### config.mk
export PLATFORM = sky130hd
export DESIGN_NAME = spdif_bmc_tx
export DESIGN_NICKNAME = d
export VERILOG_FILES = /design/src/rtl/spdif_pkg.sv /design/src/rtl/spdif_frame_seq.sv /design/src/rtl/spdif_sample_buf.sv /design/src/rtl/spdif_bmc_coder.sv /design/src/rtl/spdif_bmc_tx.sv
export SDC_FILE = /design/constraint.sdc
export NUM_CORES = 1
export LEC_CHECK = 0
export BUFFER_PORTS_ARGS = -buffer_cell sky130_fd_sc_hd__buf_2
export CORE_MARGIN = 3
export CORE_UTILIZATION = 51
export CTS_CLUSTER_DIAMETER = 60
export DETAILED_ROUTE_END_ITERATION = 12
export GPL_TIMING_DRIVEN = 0
export PLACE_DENSITY_LB_ADDON = 0.08
export SLEW_MARGIN = 20
export SYNTH_ARGS = -nofsm -noshare
export SYNTH_HDL_FRONTEND = slang
export SYNTH_SLANG_ARGS = --single-unit
export TNS_END_PERCENT = 100
### constraint.sdc
create_clock -name clk -period 3.1 [get_ports clk]
set_input_delay 0.31 -clock clk [delete_from_list [all_inputs] [get_ports clk]]
set_output_delay 0.31 -clock clk [all_outputs]
set_load 0.01 [all_outputs]
### src/rtl/spdif_pkg.sv
package spdif_pkg;
  localparam int SMP_W      = 24;
  localparam int PAYLOAD_W  = 28;
  localparam int HALF_CNT   = 64;
  localparam int PRE_HALVES = 8;

  typedef enum logic [1:0] {PRE_BLOCK, PRE_CHA, PRE_CHB} pre_kind_t;

  typedef struct packed {
    logic [SMP_W-1:0] left;
    logic [SMP_W-1:0] right;
    logic             invalid;
    logic             user;
  } pair_t;

  function automatic pre_kind_t pick_pre(input logic block_start, input logic chan_b);
    if (chan_b)           return PRE_CHB;
    else if (block_start) return PRE_BLOCK;
    else                  return PRE_CHA;
  endfunction

  // half-cell levels, earliest first in the MSB, relative to a low line
  function automatic logic [7:0] pre_halves(input pre_kind_t k);
    case (k)
      PRE_BLOCK: return 8'b1110_1000;
      PRE_CHA:   return 8'b1110_0010;
      default:   return 8'b1110_0100;
    endcase
  endfunction

  // payload[0] is cell 4 of the sub-frame
  function automatic logic [PAYLOAD_W-1:0] build_payload(
      input logic [SMP_W-1:0] d, input logic v, input logic u, input logic c);
    logic p;
    p = ^{d, v, u, c};
    return {p, c, u, v, d};
  endfunction
endpackage

### src/rtl/spdif_frame_seq.sv
module spdif_frame_seq #(
  parameter int FRAMES = 192,
  localparam int FW = $clog2(FRAMES)
) (
  input  logic          clk,
  input  logic          rst_n,
  input  logic          tick,
  output logic [5:0]    half_idx,
  output logic          chan_b,
  output logic [FW-1:0] frame_idx,
  output logic          frame_last
);
  logic sf_last;
  assign sf_last    = tick && (half_idx == 6'(spdif_pkg::HALF_CNT - 1));
  assign frame_last = sf_last && chan_b;

  always_ff @(posedge clk) begin
    if (!rst_n) begin
      half_idx  <= '0;
      chan_b    <= 1'b0;
      frame_idx <= '0;
    end else if (tick) begin
      half_idx <= half_idx + 6'd1;
      if (sf_last) chan_b <= ~chan_b;
      if (frame_last)
        frame_idx <= (frame_idx == FW'(FRAMES - 1)) ? '0 : frame_idx + FW'(1);
    end
  end


  frame_range_chk: assert property (@(posedge clk) disable iff (!rst_n)
    frame_idx < FW'(FRAMES));

  frame_wrap_chk: assert property (@(posedge clk) disable iff (!rst_n)
    frame_last && frame_idx == FW'(FRAMES - 1) |=> frame_idx == '0);

  chan_alt_chk: assert property (@(posedge clk) disable iff (!rst_n)
    sf_last |=> chan_b != $past(chan_b));
endmodule

### src/rtl/spdif_sample_buf.sv
module spdif_sample_buf
  import spdif_pkg::*;
(
  input  logic  clk,
  input  logic  rst_n,
  input  logic  in_valid,
  output logic  in_ready,
  input  pair_t in_pair,
  input  logic  load,
  output pair_t cur
);
  pair_t held;
  logic  full;
  logic  accept;

  assign accept   = in_valid && !full;
  assign in_ready = !full;

  always_ff @(posedge clk) begin
    if (!rst_n) begin
      full <= 1'b0;
      held <= '0;
      cur  <= '{left: '0, right: '0, invalid: 1'b1, user: 1'b0};
    end else begin
      if (accept) held <= in_pair;
      if (load) begin
        if (full) cur <= held;
        else      cur.invalid <= 1'b1;
      end
      if (accept)                full <= 1'b1;
      else if (load)             full <= 1'b0;
    end
  end


  ready_drop_chk: assert property (@(posedge clk) disable iff (!rst_n)
    in_valid && in_ready && !load |=> !in_ready);

  underrun_flag_chk: assert property (@(posedge clk) disable iff (!rst_n)
    load && in_ready |=> cur.invalid);

  underrun_hold_chk: assert property (@(posedge clk) disable iff (!rst_n)
    load && in_ready |=> cur.left == $past(cur.left) && cur.right == $past(cur.right));
endmodule

### src/rtl/spdif_bmc_coder.sv
module spdif_bmc_coder
  import spdif_pkg::*;
(
  input  logic                 clk,
  input  logic                 rst_n,
  input  logic                 tick,
  input  logic [5:0]           half_idx,
  input  logic [PAYLOAD_W-1:0] payload,
  input  logic [7:0]           pre,
  output logic                 sdo
);
  logic       ref_q;
  logic       ref_lvl;
  logic       in_pre;
  logic       mid_cell;
  logic [4:0] cell_off;
  logic       cell_bit;
  logic       sdo_nxt;

  assign in_pre   = half_idx < 6'(PRE_HALVES);
  assign mid_cell = half_idx[0];
  assign cell_off = half_idx[5:1] - 5'd4;
  assign cell_bit = in_pre ? 1'b0 : payload[cell_off];
  assign ref_lvl  = (half_idx == '0) ? sdo : ref_q;

  always_comb begin
    if (in_pre)         sdo_nxt = pre[~half_idx[2:0]] ^ ref_lvl;
    else if (!mid_cell) sdo_nxt = ~sdo;
    else                sdo_nxt = sdo ^ cell_bit;
  end

  always_ff @(posedge clk) begin
    if (!rst_n) begin
      sdo   <= 1'b0;
      ref_q <= 1'b0;
    end else if (tick) begin
      sdo <= sdo_nxt;
      if (half_idx == '0) ref_q <= sdo;
    end
  end


  cell_edge_chk: assert property (@(posedge clk) disable iff (!rst_n)
    tick && !in_pre && !mid_cell |=> sdo != $past(sdo));

  mid_edge_chk: assert property (@(posedge clk) disable iff (!rst_n)
    tick && !in_pre && mid_cell |=> (sdo != $past(sdo)) == $past(cell_bit));

  pre_entry_chk: assert property (@(posedge clk) disable iff (!rst_n)
    tick && half_idx == '0 |=> sdo != $past(sdo));

  even_parity_chk: assert property (@(posedge clk) disable iff (!rst_n)
    tick && half_idx == '0 |-> ($countones(payload) % 2) == 0);

  tick_only_chk: assert property (@(posedge clk) disable iff (!rst_n)
    !tick |=> $stable(sdo));
endmodule

### src/rtl/spdif_bmc_tx.sv
module spdif_bmc_tx
  import spdif_pkg::*;
#(
  parameter int FRAMES = 192,
  localparam int FW = $clog2(FRAMES)
) (
  input  logic              clk,
  input  logic              rst_n,
  input  logic              tick_2x,
  input  logic              smp_valid,
  output logic              smp_ready,
  input  logic [SMP_W-1:0]  smp_left,
  input  logic [SMP_W-1:0]  smp_right,
  input  logic              smp_invalid,
  input  logic              smp_user,
  input  logic [FRAMES-1:0] chan_status,
  output logic              sdo
);
  logic [5:0]           half_idx;
  logic                 chan_b;
  logic [FW-1:0]        frame_idx;
  logic                 frame_last;
  pair_t                in_pair;
  pair_t                cur;
  logic [PAYLOAD_W-1:0] payload;
  logic [7:0]           pre;
  logic                 block_start;

  assign in_pair     = '{left: smp_left, right: smp_right, invalid: smp_invalid, user: smp_user};
  assign block_start = (frame_idx == '0);
  assign payload     = build_payload(chan_b ? cur.right : cur.left, cur.invalid, cur.user,
                                     chan_status[frame_idx]);
  assign pre         = pre_halves(pick_pre(block_start, chan_b));

  spdif_frame_seq #(.FRAMES(FRAMES)) u_seq (
    .clk(clk), .rst_n(rst_n), .tick(tick_2x), .half_idx(half_idx),
    .chan_b(chan_b), .frame_idx(frame_idx), .frame_last(frame_last));

  spdif_sample_buf u_buf (
    .clk(clk), .rst_n(rst_n), .in_valid(smp_valid), .in_ready(smp_ready),
    .in_pair(in_pair), .load(frame_last), .cur(cur));

  spdif_bmc_coder u_coder (
    .clk(clk), .rst_n(rst_n), .tick(tick_2x), .half_idx(half_idx),
    .payload(payload), .pre(pre), .sdo(sdo));


  cur_stable_chk: assert property (@(posedge clk) disable iff (!rst_n)
    !frame_last |=> $stable(cur));
endmodule

==> flow_summary.toml, run 1 <==
[sta]
slew_viol_final = 0
fin_crit_ns = 3.15
hold_viol_final = 0
fin_crit_sh_pct = 102
fin_ws_ns = -0.0542
setup_viol = 1
fmax_ghz = 0.317
max_slew_margin_pct = 53.5
fin_skew_ns = 0.00978
tightest_slew_ns = 0.698
rsz0062_at_grt = "true"

[setup_path]
path_common_cell = "o31ai_2"
path_class = "reg -> reg"
r2r_cells = 12
cpMaxStageDelayCell = "mux4_2"
critPathBufInv = 2
crit_chain = "buf_6 > buf_12 > mux4_2 > nor3b_2 > a311oi_2 > o31ai_2 > o41ai_2 > nor4_4 > xnor2_2 > a221oi_4 > mux2i_1 > o31ai_2"
endpoint_kind = "register"
startpoint_type = "register"
cp_max_fo = 5
cp.depth = 12
cp_top_family = "compound AO/OA/AOI/OAI gates"
slowest_delay_ns = 0.53
critPathRequiredTime_ns = 3.36
arrival_ns = 3.42

[yosys]
synth-seq-cells = 118
ys_types = 61
avgSynthCellArea_sq_um = 8.68
synth_edf_count = 0
synthAdderAreaFrac_pct = 1.05
syn_area_sq_um = 7140
yosysSeqAreaShare_pct = 33.1
synth-compound-area-share_pct = 13.3
yosys_warnings = 0
synthFlopType = "dfxtp_1"
synth_top_family_by_area = "multiplexers"
synthCells = 822
synth_xor_area_share_pct = 6.45
synth-simple-area-share_pct = 19.0
syn_nets = 1074
synthArstFlopShare_pct = 0
synth_mux_area_share_pct = 21.4

[die]
rows = 42
initial_core_util_pct = 53.0
core_sq_um = 13500
dieArea_sq_um = 15400
die_y_um = 124
ioPinCount = 248
die_w_um = 124

[run_status]
status = "finished with violations"
violations = "negative setup slack"

[global_routing]
grt_pass1_wl_um = 35100
grt_max_degree = 17
grt_usage_pct = 28.2
antenna_found_initial = 0
grt_pass1_vias = 6868
gr-total-overflow = 0

[final_layout]
utilization_pct = 68.9
final_nets = 1345
areaGrowthSynthToFinish_pct = 29.9
antenna_cells = 0
finish.instance_area_sq_um = 9270
drive_gt1_share_pct = 32.9

[clocking]
cts_buffer_depth = 2
cts_tree = "done"
ctsRootBufferMaster = "clkbuf_16"
clock_sinks = 118
cts_buffers = 17
path_clk_slew_ns = 0.05
hold_buffers = 0
h-tree-depth = 4
clk_latency_ns = 0.41

[placed_design]
dpl_cell_area_sq_um = 8590
gp_congestion = 0.976
dpl.hpwl_um = 17600
port_buffers = 246

[routing]
wirelength_um = 22500
vias_per_cell = 5.52
firstDrtPassIters = 5
num_vias = 7065
ant_nets = 0
wire_per_inst_um = 17.6
drt_iter0_drc = 505
drc = 0

[pwr]
peakVddDrop_mv = 0.375
power_density_nw_per_um2 = 400
leakage_nw = 3.79

[worst_hold_path]
whs_path_depth = 3
hp-class = "in -> reg"

[flow_run]
maxCapViolCount = 0
## flip-flops by register name (all words and copies together), names as in the netlist
| signal | count |
|---|---|
| u_buf.full | 1 |
| u_buf.held | 50 |
| u_buf.cur | 50 |
| u_coder.sdo | 1 |
| u_seq.half_idx | 6 |
| u_coder.ref_q | 1 |
| u_seq.chan_b | 1 |
| u_seq.frame_idx | 8 |
## routing by layer
| metal | routed length (um) | GRT usage, % | vias up |
|---|---|---|---|
| li1 | - | - | 3429 |
| met1 | 10000 | 39.5 | 3335 |
| met2 | 10600 | 45.1 | 274 |
| met3 | 1580 | 6.26 | 27 |
| met4 | 311 | 6.06 | 0 |
| met5 | 0 | 0 | - |
## worst register-to-register path, cell delays in order, from the launching register on
cell	delay, ns
dfxtp_2	0.34
buf_6	0.14
buf_12	0.14
mux4_2	0.53
nor3b_2	0.25
a311oi_2	0.07
o31ai_2	0.30
o41ai_2	0.14
nor4_4	0.34
xnor2_2	0.14
a221oi_4	0.29
mux2i_1	0.26
o31ai_2	0.07
## cell usage after synthesis (all sizes together), types with 5 or more instances
cell type / instances / share of area [%]
nand2: 233 / 12
dfxtp: 118 / 33
a21oi: 111 / 7.8
mux4: 47 / 16
clkbuf: 43 / 2.3
nor2: 40 / 2.1
mux2i: 33 / 4.6
xnor2: 26 / 3.2
buf: 24 / 2.9
xor2: 24 / 2.9
nand3: 14 / 0.98
o21ai: 13 / 0.91
inv: 10 / 0.53
mux2: 7 / 1.1
a221oi: 6 / 0.91
ha: 6 / 1.1
nor2b: 6 / 0.53
nor3: 6 / 0.42
nand4: 5 / 0.44
## through the flow
stage	worst slack (ns)	hold slack (ns)	std cells	total power [mW]	TNS, ns
floorplan	0.402	0.372	822	1.80	0
global placement	-0.0702	0.441	1244	2.00	-0.0702
detailed placement	-0.0469	0.446	1244	2.01	-0.0469
CTS	-0.00927	0.125	1276	3.72	-0.00927
global route	-0.139	0.127	1281	3.85	-0.141
finish	-0.0542	0.132	1281	3.70	-0.0542
## kinds of logic (layout without fill, tap and decap cells)
| logic type | after synthesis | in the layout |
|---|---|---|
| and+or+nand+nor | 323 | 323 |
| AOI/OAI and AO/OA | 160 | 160 |
| DFF | 118 | 118 |
| muxes | 87 | 87 |
| buffers and inverters | 77 | 360 |
| xor gates and xnor gates | 51 | 51 |
| adders and majority gates | 6 | 6 |
## layout by cell type (no fill, tap or decap), types with 5 or more instances in the layout
| cell | instances |
|---|---|
| buf_2 | 251 |
| nand2_1 | 233 |
| dfxtp_1 | 117 |
| a21oi_1 | 110 |
| clkbuf_1 | 41 |
| nor2_1 | 40 |
| mux2i_1 | 33 |
| mux4_2 | 33 |
| xnor2_1 | 25 |
| xor2_1 | 24 |
| clkbuf_16 | 17 |
| mux4_1 | 14 |
| nand3_1 | 13 |
| o21ai_0 | 12 |
| inv_1 | 8 |
| buf_6 | 8 |
| buf_1 | 7 |
| mux2_2 | 7 |
| nor2b_1 | 6 |
| buf_4 | 6 |
| ha_1 | 6 |
| clkbuf_2 | 5 |
| nand4_1 | 5 |
| nor3_1 | 5 |
## path summary, 6_finish.rpt
kind / slack (ns) / startpoint / to
hold reg to reg: 0.45 / u_buf.held[9]$_SDFFE_PN0P_ / u_buf.cur[9]$_SDFFE_PN0P_
setup reg to reg: -0.05 / u_seq.frame_idx[0]$_SDFFE_PN0P_ / u_coder.sdo$_SDFFE_PN0P_
hold / removal: 0.13 / smp_left[6] / u_buf.held[32]$_SDFFE_PN0P_
setup / recovery: -0.05 / u_seq.frame_idx[0]$_SDFFE_PN0P_ / u_coder.sdo$_SDFFE_PN0P_
## repair_timing
item,in CTS,in global routing
endpoints found under the setup margin,11,11
setup buffers,0,5
pin swaps,5,8
gates resized for setup,8,18
cloned,1,0
## layout make-up
type | instances | area (sq um)
Multi-Input combinational cell | 627 | 4430
Fill cell | 1182 | 4190
Sequential cell | 118 | 2360
Timing Repair Buffer | 252 | 1310
Clock buffer | 23 | 468
Buffer | 67 | 380
Tap cell | 176 | 220
Clock inverter | 8 | 52.6
Inverter | 10 | 37.5
## power breakdown
part	total, mW	switching, mW	internal (mW)
clock	1.72	0.665	1.05
combinational	0.401	0.187	0.214
sequential	1.59	0.0258	1.56
total	3.70	0.877	2.83
No activity file was read; power rests on OpenSTA's default activity.
==> run 2: changes to the inputs <==
--- a/config.mk
+++ b/config.mk
@@ -7,11 +7,13 @@
 export LEC_CHECK = 0
 export BUFFER_PORTS_ARGS = -buffer_cell sky130_fd_sc_hd__buf_2
 export CORE_MARGIN = 3
-export CORE_UTILIZATION = 51
+export CORE_UTILIZATION = 52
+export CTS_BUF_LIST = sky130_fd_sc_hd__clkbuf_4
 export CTS_CLUSTER_DIAMETER = 60
 export DETAILED_ROUTE_END_ITERATION = 12
 export GPL_TIMING_DRIVEN = 0
 export PLACE_DENSITY_LB_ADDON = 0.08
+export SKIP_LAST_GASP = 1
 export SLEW_MARGIN = 20
 export SYNTH_ARGS = -nofsm -noshare
 export SYNTH_HDL_FRONTEND = slang
==> constraint.sdc (replaced) <==
create_clock -name clk -period 3.1 [get_ports clk]
set_input_delay 0.31 -clock clk [delete_from_list [all_inputs] [get_ports clk]]
set_output_delay 0.31 -clock clk [all_outputs]
set_load 0.02 [all_outputs]
==> flow_summary.toml, run 2 (synthesis results as in run 1) <==
[die]
die_y_um = 123
initial_core_util_pct = 53.5
die_w_um = 123
ioPinCount = 248
dieArea_sq_um = 15200
core_sq_um = 13300
rows = 42

[setup_path]
cp_max_fo = 10
path_class = "reg -> reg"
endpoint_kind = "register"
arrival_ns = 3.47
critPathRequiredTime_ns = 3.49
r2r_cells = 13
startpoint_type = "register"

[global_routing]
grt_pass1_wl_um = 34000
gr-total-overflow = 0
grt_max_degree = 17
antenna_found_initial = 1
grt_usage_pct = 28.7
grt_pass1_vias = 6710

[sta]
fin_ws_ns = 0.0118
fin_skew_ns = 0.0186
rsz0062_at_grt = "true"
setup_viol = 0
slew_viol_final = 0
fin_crit_sh_pct = 99.6
tightest_slew_ns = 0.614
max_slew_margin_pct = 59.1
fin_crit_ns = 3.09
setup_tns_ns = 0
fmax_ghz = 0.324
hold_viol_final = 0

[final_layout]
final_nets = 1380
final_cell_mix = "buf_2 (249), nand2_1 (233), dfxtp_1 (118)"
areaGrowthSynthToFinish_pct = 30.4
multi_input_area_sq_um = 4400
area.sequential_sq_um = 2360
drive_gt1_share_pct = 30.8
reg_top3 = "u_buf.cur (50), u_buf.held (50), u_seq.frame_idx (8)"
utilization_pct = 69.7
fill_cells = 1136
layout_commonest_cell = "buf_2"
finish.instance_area_sq_um = 9310

[pwr]
p_int_mw = 2.21
power_density_nw_per_um2 = 328
p_comb_share_pct = 14.5
p_switching_uw = 850
clkPwrFrac_pct = 33.7
swShare_pct = 27.8
power_mw = 3.06
leakage_nw = 3.78
peakVddDrop_mv = 0.326
pwr-share-seq_pct = 51.8

[routing]
ant_nets = 0
vias_per_cell = 5.50
num_vias = 7254
wire_per_inst_um = 17.3
drt_iter0_drc = 603
firstDrtPassIters = 8
wirelength_um = 22800
drc = 0

[clocking]
h-tree-depth = 4
path_clk_slew_ns = 0.12
cts_buffer_depth = 2
ctsRootBufferMaster = "clkbuf_4"
cts_buffers = 17
post_cts_buffers = 0
clk_latency_ns = 0.53
clock_sinks = 118
cts_tree = "done"

[worst_hold_path]
whs_path_depth = 3
hp-class = "in -> reg"

[placed_design]
port_buffers = 246
pre_cts_ws_ns = -0.106
dpl_cell_area_sq_um = 8590
gp_congestion = 0.978
dpl.hpwl_um = 17600

[run_status]
status = "complete, no violations"

[flow_run]
maxCapViolCount = 0
run 2: what timing repair did:
action / in CTS / in global routing
resized for setup: 5 / 10
pin swaps: 2 / 2
hold endpoints to repair: 41 / 0
hold buffers: 41 / 0
gates cloned: 0 / 0
setup endpoints to repair: 1 / 11
run 2: through the flow:
step | hold WS (ns) | std cells
global placement | 0.443 | 1244
finish | 0.0267 | 1318
global route | 0.00651 | 1318
detailed placement | 0.444 | 1244
floorplan | 0.372 | 822
CTS | 0.000567 | 1317
run 2: area by class of cell:
cell class / instances / share of cell area [%]
multi-input cells: 627 / 47.3
flip-flops and latches: 118 / 25.4
repair buffers: 287 / 17.6
plain buffers: 67 / 4.13
well taps: 176 / 2.37
clock inverters: 15 / 1.41
clock buffers: 17 / 1.37
inverters: 10 / 0.403
diodes: 1 / 0.0269
run 2: path summary, 6_finish.rpt:
kind | start | end | slack [ns]
hold reg to reg | u_buf.held[6]$_SDFFE_PN0P_ | u_buf.cur[6]$_SDFFE_PN0P_ | 0.46
hold / removal | smp_right[21] | u_buf.held[23]$_SDFFE_PN0P_ | 0.03
setup reg to reg | u_seq.frame_idx[0]$_SDFFE_PN0P_ | u_coder.sdo$_SDFFE_PN0P_ | 0.01
setup / recovery | u_seq.frame_idx[0]$_SDFFE_PN0P_ | u_coder.sdo$_SDFFE_PN0P_ | 0.01
run 2: power groups by stage:
| stage | Sequential [mW] | Clock [mW] | Combinational [mW] |
|---|---|---|---|
| after floorplan | 1.61 | 0 | 0.194 |
| after detailed placement | 1.62 | 0 | 0.394 |
| after global placement | 1.62 | 0 | 0.388 |
| final | 1.58 | 1.03 | 0.443 |
| after CTS | 1.58 | 1.04 | 0.437 |
| after global routing | 1.59 | 1.11 | 0.486 |
run 2: critical path, stage by stage, from the launching register on:
cell	delay, ns
dfxtp_1	0.34
buf_6	0.14
buf_12	0.15
buf_12	0.15
nand2_1	0.22
o22ai_1	0.12
o21ai_1	0.14
a21oi_1	0.07
a2111oi_2	0.49
nor4_4	0.12
a211o_2	0.36
a221oi_2	0.32
mux2i_1	0.26
o31ai_2	0.07
run 2: layer usage:
metal,up-vias,wire (um),track usage [%]
met2,280,10600,45.1
li1,3507,-,-
met4,0,290,6.78
met3,27,1660,5.76
met5,-,0,0
met1,3440,10300,40.9
==> run 3: changes to the inputs <==
--- a/config.mk
+++ b/config.mk
@@ -12,7 +12,7 @@
 export CTS_CLUSTER_DIAMETER = 60
 export DETAILED_ROUTE_END_ITERATION = 12
 export GPL_TIMING_DRIVEN = 0
-export PLACE_DENSITY_LB_ADDON = 0.08
+export PLACE_DENSITY = 0.83
 export SKIP_LAST_GASP = 1
 export SLEW_MARGIN = 20
 export SYNTH_ARGS = -nofsm -noshare
==> flow_summary.toml, run 3 (synthesis results as in run 1) <==
[routing]
firstDrtPassIters = 6
num_vias = 7421
drc = 0
ant_nets = 0
wire_per_inst_um = 18.3
vias_per_cell = 5.70
wirelength_um = 23800
drt_iter0_drc = 664

[pwr]
swShare_pct = 28.1
leakage_nw = 3.72
clkPwrFrac_pct = 33.9
p_comb_share_pct = 14.6
p_switching_uw = 864
p_int_mw = 2.21
power_density_nw_per_um2 = 334
pwr-share-seq_pct = 51.6
peakVddDrop_mv = 0.379

[worst_hold_path]
whs_path_depth = 3
hp-class = "in -> reg"
whs_endpoint = "u_buf.held[37]$_SDFFE_PN0P_"
hold_start = "smp_left[11]"

[setup_path]
endpoint_kind = "register"
critPathRequiredTime_ns = 3.50
r2r_cells = 11
arrival_ns = 3.46
regToRegEndpoint = "u_coder.sdo$_SDFFE_PN0P_"
r2r_slack_ns = 0.04
startpoint_type = "register"
cp_max_fo = 10
path_class = "reg -> reg"
r2r-start = "u_seq.frame_idx[0]$_SDFFE_PN0P_"

[final_layout]
fill_cells = 1066
drive_gt1_share_pct = 32.0
antenna_cells = 0
area.sequential_sq_um = 2360
multi_input_area_sq_um = 4450
utilization_pct = 69.0
finish.instance_area_sq_um = 9210
layout_commonest_cell = "buf_2"
reg_top3 = "u_buf.cur (50), u_buf.held (50), u_seq.frame_idx (8)"
fin_cells = 1302
final_nets = 1365
final_cell_mix = "buf_2 (249), nand2_1 (233), dfxtp_1 (117)"
areaGrowthSynthToFinish_pct = 29.0

[clocking]
ctsRootBufferMaster = "clkbuf_4"
cts_buffers = 17
h-tree-depth = 4
clock_sinks = 118
clk_latency_ns = 0.53
cts_tree = "done"
path_clk_slew_ns = 0.13
cts_buffer_depth = 2
post_cts_buffers = 0

[sta]
fin_crit_sh_pct = 98.6
slew_viol_final = 0
rsz0062_at_grt = "true"
hold_viol_final = 0
max_slew_margin_pct = 52.6
setup_viol = 0
fin_crit_ns = 3.06
fin_skew_ns = 0.0249
fmax_ghz = 0.327
fin_ws_ns = 0.0441
hold_slack_ns = 0.0208
tightest_slew_ns = 0.711

[die]
rows = 42
core_sq_um = 13300
die_y_um = 123
die_w_um = 123
initial_core_util_pct = 53.5
dieArea_sq_um = 15200
ioPinCount = 248

[placed_design]
dpl_cell_area_sq_um = 8590
gp_congestion = 0.959
dp.cells = 1244
pre_cts_ws_ns = -0.133
dpl.hpwl_um = 18200
port_buffers = 246

[global_routing]
grt_usage_pct = 29.7
antenna_found_initial = 0
grt_max_degree = 17
grt_pass1_vias = 6935
gr-total-overflow = 0
grt_pass1_wl_um = 35000

[run_status]
status = "complete, no violations"

[flow_run]
maxCapViolCount = 0
run 3: worst max-delay path: stages, from the launching register on:
cell and delay, ns:
dfxtp_2 0.36, buf_6 0.14, buf_12 0.15, buf_12 0.15, mux4_1 0.60, a32oi_1 0.28, a211oi_2 0.13, nor4_4 0.34
xnor2_1 0.12, a221oi_2 0.30, mux2i_1 0.26, o31ai_2 0.07
run 3: area by class of cell:
type                            instances  area share, %
Buffer                                 67           4.13
Inverter                               10          0.408
Timing Repair Buffer                  272           16.2
Sequential cell                       118           25.7
Clock inverter                         14           1.36
Clock buffer                           18           1.47
Tap cell                              176           2.39
Multi-Input combinational cell        627           48.4
run 3: worst max-delay path by stage:
stage / startpoint / endpoint / slack, ns / cells past startpoint
floorplan: u_seq.frame_idx[0]$_SDFFE_PN0P_ / u_coder.sdo$_SDFFE_PN0P_ / 0.40 / 13
global placement: u_seq.frame_idx[2]$_SDFFE_PN0P_ / u_coder.sdo$_SDFFE_PN0P_ / -0.15 / 12
detailed placement: u_seq.frame_idx[2]$_SDFFE_PN0P_ / u_coder.sdo$_SDFFE_PN0P_ / -0.13 / 12
CTS: u_seq.frame_idx[0]$_SDFFE_PN0P_ / u_coder.sdo$_SDFFE_PN0P_ / -0.03 / 12
global route: u_seq.frame_idx[0]$_SDFFE_PN0P_ / u_coder.sdo$_SDFFE_PN0P_ / -0.10 / 12
finish: u_seq.frame_idx[0]$_SDFFE_PN0P_ / u_coder.sdo$_SDFFE_PN0P_ / 0.04 / 11
run 3: layer usage:
| layer | global-route usage [%] | share of wire [%] |
|---|---|---|
| met5 | 0 | 0 |
| met4 | 9.13 | 2.2 |
| met3 | 7.59 | 10 |
| met2 | 45.4 | 47 |
| met1 | 41.5 | 41 |
run 3: metrics by stage:
| step | total power, mW | TNS (ns) |
|---|---|---|
| after CTS | 3.05 | -0.0317 |
| after global routing | 3.19 | -0.104 |
| after global placement | 2.01 | -0.145 |
| after floorplan | 1.81 | 0 |
| after detailed placement | 2.02 | -0.133 |
| final | 3.07 | 0 |
run 3: timing repair:
action | 4_1_cts | 5_1_grt
hold endpoints to repair | 17 | 9
pin swaps | 0 | 7
hold buffers | 17 | 9
endpoints found under the setup margin | 11 | 1
resized for setup | 5 | 21
run 3: power groups by stage:
stage | clock network, mW | registers (mW) | logic, mW
floorplan | 0 | 1.61 | 0.194
global placement | 0 | 1.62 | 0.393
detailed placement | 0 | 1.62 | 0.406
CTS | 1.04 | 1.58 | 0.425
global route | 1.12 | 1.59 | 0.487
finish | 1.04 | 1.58 | 0.448
